$ cat config.mk
export PLATFORM = sky130hd
export DESIGN_NAME = cmdEvtCounter
export DESIGN_NICKNAME = d
export VERILOG_FILES = /design/src/rtl/cmdEvtPkg.sv /design/src/rtl/cmdEvtCtrl.sv /design/src/rtl/cmdEvtData.sv /design/src/rtl/cmdEvtCounter.sv
export SDC_FILE = /design/constraint.sdc
export NUM_CORES = 1
export LEC_CHECK = 0
export ABC_CLOCK_PERIOD_IN_PS = 3320
export BUFFER_PORTS_ARGS = -buffer_cell sky130_fd_sc_hd__buf_2
export CAP_MARGIN = 25
export CORE_UTILIZATION = 30
export CTS_CLUSTER_SIZE = 28
export DETAILED_ROUTE_END_ITERATION = 6
export GPL_ROUTABILITY_DRIVEN = 0
export PLACE_DENSITY = 0.7
export SYNTH_ARGS = -nofsm -noshare
export SYNTH_HDL_FRONTEND = slang
export SYNTH_SLANG_ARGS = --single-unit
$ cat constraint.sdc
create_clock -name clk -period 3.32 [get_ports clk]
set_input_delay 0.166 -clock clk [delete_from_list [all_inputs] [get_ports clk]]
set_output_delay 0.166 -clock clk [all_outputs]
set_load 0.005 [all_outputs]
$ cat src/rtl/cmdEvtPkg.sv
package cmdEvtPkg;
  typedef struct packed {
    logic incDone;
    logic loadProc;
    logic setFlag;
    logic clrFlag;
  } evtStrobes_t;
endpackage

$ cat src/rtl/cmdEvtCtrl.sv
module cmdEvtCtrl
  import cmdEvtPkg::*;
(
  input  logic        evtPulse,
  input  logic        wrEn,
  input  logic        wrFlagBit,
  output evtStrobes_t strobes
);
  always_comb begin
    strobes.incDone  = evtPulse;
    strobes.loadProc = wrEn;
    strobes.setFlag  = evtPulse;
    // an event in the same cycle wins over a clearing write
    strobes.clrFlag  = wrEn && !wrFlagBit && !evtPulse;
  end
endmodule

$ cat src/rtl/cmdEvtData.sv
module cmdEvtData
  import cmdEvtPkg::*;
#(
  parameter int CNT_W    = 6,
  parameter int DATA_W   = 32,
  parameter int FLAG_POS = 8,
  parameter int PROC_LSB = 16
) (
  input  logic              clk,
  input  logic              rst_n,
  input  evtStrobes_t       strobes,
  input  logic [CNT_W-1:0]  procIn,
  output logic [DATA_W-1:0] rdData,
  output logic              irq
);
  logic [CNT_W-1:0] doneCnt;
  logic [CNT_W-1:0] procCnt;
  logic             intFlag;

  always_ff @(posedge clk or negedge rst_n) begin
    if (!rst_n) begin
      doneCnt <= '0;
      procCnt <= '0;
      intFlag <= 1'b0;
    end else begin
      if (strobes.incDone)  doneCnt <= doneCnt + 1'b1;
      if (strobes.loadProc) procCnt <= procIn;
      if (strobes.setFlag)      intFlag <= 1'b1;
      else if (strobes.clrFlag) intFlag <= 1'b0;
    end
  end

  always_comb begin
    rdData = '0;
    rdData[CNT_W-1:0] = doneCnt;
    rdData[FLAG_POS] = intFlag;
    rdData[PROC_LSB +: CNT_W] = procCnt;
  end

  assign irq = intFlag || (doneCnt != procCnt);
endmodule

$ cat src/rtl/cmdEvtCounter.sv
module cmdEvtCounter
  import cmdEvtPkg::*;
#(
  parameter int CNT_W    = 6,
  parameter int DATA_W   = 32,
  parameter int FLAG_POS = 8,
  parameter int PROC_LSB = 16
) (
  input  logic              clk,
  input  logic              rst_n,
  input  logic              evtPulse,
  input  logic              wrEn,
  input  logic [DATA_W-1:0] wrData,
  output logic [DATA_W-1:0] rdData,
  output logic              irq
);
  evtStrobes_t strobes;

  cmdEvtCtrl i_ctrl (
    .evtPulse (evtPulse),
    .wrEn     (wrEn),
    .wrFlagBit(wrData[FLAG_POS]),
    .strobes  (strobes)
  );

  cmdEvtData #(
    .CNT_W(CNT_W), .DATA_W(DATA_W), .FLAG_POS(FLAG_POS), .PROC_LSB(PROC_LSB)
  ) i_data (
    .clk    (clk),
    .rst_n  (rst_n),
    .strobes(strobes),
    .procIn (wrData[PROC_LSB +: CNT_W]),
    .rdData (rdData),
    .irq    (irq)
  );
endmodule

== Word-level counts from Yosys, hierarchy flattened ==
Cells that the tools add are included.

* Flip-flop bits (word level): 13
* Output and inout port bits: 33
* Word-level logic and storage cells: 13

* $add $sub $neg: 1
* Eq/ne operators: 1
* Multiplexer cells: 2
* Reduce and logical (&&, ||, !) cells: 6

{| class="wikitable"
|+ Operator list
! kind !! number
|-
| $add 6x1->6 const B || 1
|-
| $ne 6x6->1 || 1
|-
| $logic_and 1x1->1 || 2
|-
| $logic_not 1->1 || 2
|-
| $mux 1 || 2
|-
| $reduce_bool 2->1 || 1
|-
| $logic_or 1x1->1 || 1
|}

== Longest topological paths before layout ==
* Depth in word-level cells: 5
* Mapped depth: 3

== Modules after synthesis ==
A second synthesis with hierarchy kept.

* Cells, all modules: 67
* Area total of the unflattened synthesis: 760.7 um2

{| class="wikitable"
|+ Modules (own cells, without submodules)
! module !! instances !! cells an instance !! area each (um2) !! sequential area each (um2)
|-
| cmdEvtData || 1 || 63 || 725.7 || 325.3
|-
| cmdEvtCtrl || 1 || 4 || 35.0 || 0.0
|}

== Worst setup path before layout ==
No wires, ideal clock.

* Path type: reg-to-output
* Start: register i_data.doneCnt[0]
* End: output irq
* Arrival time: 0.945 ns
* Setup slack: 2.209 ns
* Stages on the path, launching flop included: 4
* Buffers on the path: 0
* Cell sequence: dfrtp_1 > xor2_1 > nor4_1 > nand4_1

* Longest elaborated chain between the ends: 2

{| class="wikitable"
|+ RTL lines
! element !! line !! source
|-
| start, declared || cmdEvtData.sv:16 || <nowiki>logic [CNT_W-1:0] doneCnt;</nowiki>
|-
| start signal, assigned || cmdEvtData.sv:26 || <nowiki>if (strobes.incDone) doneCnt <= doneCnt + 1'b1;</nowiki>
|-
| $ne 6x6->1 || cmdEvtData.sv:40 || <nowiki>assign irq = intFlag || (doneCnt != procCnt);</nowiki>
|-
| $logic_or 1x1->1 || cmdEvtData.sv:40 ||
|-
| end, declared || cmdEvtCounter.sv:15 || <nowiki>output logic irq</nowiki>
|}

Every way passes these cells.

== Final worst setup path ==
Ends and elaborated chain as after synthesis.

==> impl_metrics.py <==
metrics = {
    "synth": {
        "synth_cells": 63,
        "async_reset_ff_share_pct": 100.0,
        "ys_seq_elements": 13,
        "synth_top_area_share_pct": 44.44,
        "yosys.area.top_type": "dfrtp_1",
        "yosysMostFrequentCell": "buf_4",
        "post_synth.cell_area_avg_um2": 11.62,
        "netlist_area_um2": 732.0,
        "synth_common_cells": "buf_4, dfrtp_1, mux2_2",
        "netlist_top_cells_area": "dfrtp_1, buf_4, mux2_2",
        "seq_area_frac_synth_pct": 44.44,
        "ys_types": 15,
        "synthFlopType": "dfrtp_1",
        "ys_warn_count": 0,
        "synth_edf_count": 0,
    },
    "die": {
        "core_um2": 2255,
        "die_h_um": 51.40,
        "boundaryPins": 69,
        "die_area_um2": 2641,
        "start_util_pct": 32.46,
        "die_x_um": 51.40,
        "rows": 17,
    },
    "clocking": {
        "cts.htree.levels": 1,
        "cts_tree": "built",
        "cts.path.max_buffers": 2,
        "clk_latency_ns": 0.27,
        "ctsHoldBuffers": 1,
        "post_cts_buffers": 0,
        "cts-root-buf": "clkbuf_4",
        "numCtsBuffers": 3,
        "cts_resized": 0,
        "cts.sinks": 13,
        "path_clk_slew_ns": 0.07,
    },
    "grt": {
        "antenna_found_initial": 0,
        "grt_pass1_vias": 440,
        "grt_max_degree": 14,
        "overflow": 0,
        "track_usage_pct": 10.54,
        "grt_pass1_wl_mm": 1.994,
    },
    "place": {
        "place.port_buffers": 24,
        "pre_cts_slack_ns": 1.953,
        "placed_cell_area_um2": 799.5,
        "dp_cells": 112,
    },
    "worst_setup_path": {
        "cp_max_fo": 5,
        "timing.rr.end": "i_data.doneCnt[1]$_DFFE_PN0P_",
        "cp.arrival_ns": 1.51,
        "r2r_cells": 2,
        "rrSetupSlack_ns": 2.19,
        "cp-start-kind": "flop",
        "worstPathRequired_ns": 3.15,
        "crit_type": "flop to output pin",
        "cp-end-kind": "output pin",
        "r2r_start": "i_data.doneCnt[0]$_DFFE_PN0P_",
    },
    "route": {
        "finalWirelength_mm": 1.171,
        "wire_per_inst_um": 10.01,
        "drt_first_pass_iters": 2,
        "drc": 0,
        "vias": 471,
        "vias_per_cell": 4.026,
        "drt-initial-drc-count": 3,
        "ant_nets": 0,
    },
    "power": {
        "switching_power_uw": 185.5,
        "pwr-share-seq_pct": 50.4,
        "cellLeakagePower_uw": 0.0004160,
        "peakVddDrop_uv": 316.4,
        "swShare_pct": 34.47,
        "pwr-share-comb_pct": 31.9,
        "power_density_nw_per_um2": 643.7,
        "pwr-share-clk_pct": 17.7,
        "p_int_uw": 352.5,
    },
    "min_path": {
        "holdCritStartpoint": "wrData[16]",
        "hold_end": "i_data.procCnt[0]$_DFFE_PN0P_",
        "hold_path.class": "input pin to flop",
        "min_path_cells": 2,
    },
    "status": {
        "status": "complete, no violations",
    },
    "timing": {
        "finalCritPeriodShare_pct": 50.61,
        "rsz0062_at_grt": "no",
        "fin_skew_ns": 0.0009835,
        "setup_viol": 0,
        "hold_violations": 0,
        "slew_viol_final": 0,
        "fin_ws_ns": 1.640,
        "setup_tns_ns": 0,
        "fmax_mhz": 595.2,
        "post-route-min-period_ns": 1.680,
        "whs_ns": 0.1249,
    },
    "cells_and_area": {
        "diodes": 0,
        "areaGrowthSynthToFinish_pct": 14.19,
        "fin_area_um2": 835.8,
        "layout-drive-gt1-share_pct": 41.57,
        "fin_cells": 117,
        "n_fill_cell": 236,
        "regArea_um2": 325.3,
        "multiInputGateArea_um2": 319.1,
        "fin_nets": 127,
    },
    "flow_run": {
        "cap_violations": 0,
    },
}
[cell families after synthesis]
logic type,count (synthesis),synth area share (%)
AOI/OAI and AO/OA,1,1.197
xor gates and xnor gates,11,13.16
adders and majority gates,1,1.709
buffers and inverters,21,21.20
DFF,13,44.44
muxes,7,10.77
other,1,0.5123
and+or+nand+nor,8,7.010
[layer usage]
| layer | routed length, µm | track usage (%) | part of all wire, % | up-vias |
|---|---|---|---|---|
| met1 | 525 | 12.20 | 45 | 211 |
| met5 | 0 | 0 | 0 | - |
| met4 | 0 | 2.703 | 0 | 0 |
| met2 | 502 | 17.32 | 43 | 40 |
| li1 | - | - | - | 220 |
| met3 | 143 | 5.060 | 12 | 0 |
[worst max-delay path: stages (launching register included)]
cell and delay (ns):
dfrtp_1 0.45, xor2_1 0.19, nor4_1 0.33, nand4_1 0.13, buf_2 0.14
[cells in the final DEF (no fill, tap or decap)]
cell type      netlist  final
buf_2                1     24
conb_1               1     19
dfrtp_1             13     13
mux2_2               7      7
xnor2_1              6      6
xor2_1               5      5
clkbuf_4             0      3
nand4_1              2      2
nand2_1              2      2
nor4_1               1      1
nand4_2              1      1
nor2_2               1      1
nand2b_1             1      1
a21o_2               1      1
ha_1                 1      1
clkbuf_1             0      1
dlygate4sd3_1        0      1
[power groups by stage]
stage / registers [µW] / clock network [µW] / logic [µW]
6_report: 271 / 95.5 / 172
5_1_grt: 283 / 109 / 195
4_1_cts: 273 / 102 / 175
3_5_place_dp: 275 / 0 / 173
3_3_place_gp: 273 / 0 / 167
2_1_floorplan: 270 / 0 / 118
[state kept, by name, summed over array words and instances (netlist names)]
name / count
i_data.doneCnt: 6
i_data.procCnt: 6
i_data.intFlag: 1
[how the worst max path moves through the flow]
stage | start | to | slack, ns
global route | i_data.doneCnt[1]$_DFFE_PN0P_ | irq | 1.54
global placement | i_data.doneCnt[0]$_DFFE_PN0P_ | irq | 1.96
finish | i_data.doneCnt[0]$_DFFE_PN0P_ | irq | 1.64
CTS | i_data.doneCnt[0]$_DFFE_PN0P_ | irq | 1.63
floorplan | i_data.doneCnt[0]$_DFFE_PN0P_ | irq | 2.21
detailed placement | i_data.doneCnt[0]$_DFFE_PN0P_ | irq | 1.95
[through the flow]
| step | util [%] | total power (µW) |
|---|---|---|
| after detailed placement | 35.46 | 448.2 |
| after CTS | 37.07 | 549.8 |
| after global placement | 35.46 | 439.5 |
| after floorplan | - | 387.7 |
| after global routing | 37.07 | 587.1 |
| final | 37.07 | 538.0 |
[final cells by class]
cell class / instances / area share (%)
Timing Repair Buffer: 25 / 15.57
Multi-Input combinational cell: 47 / 38.17
Sequential cell: 13 / 38.92
Tap cell: 28 / 4.192
Clock buffer: 4 / 3.144
Note: power is estimated with default switching activity, not from simulation.
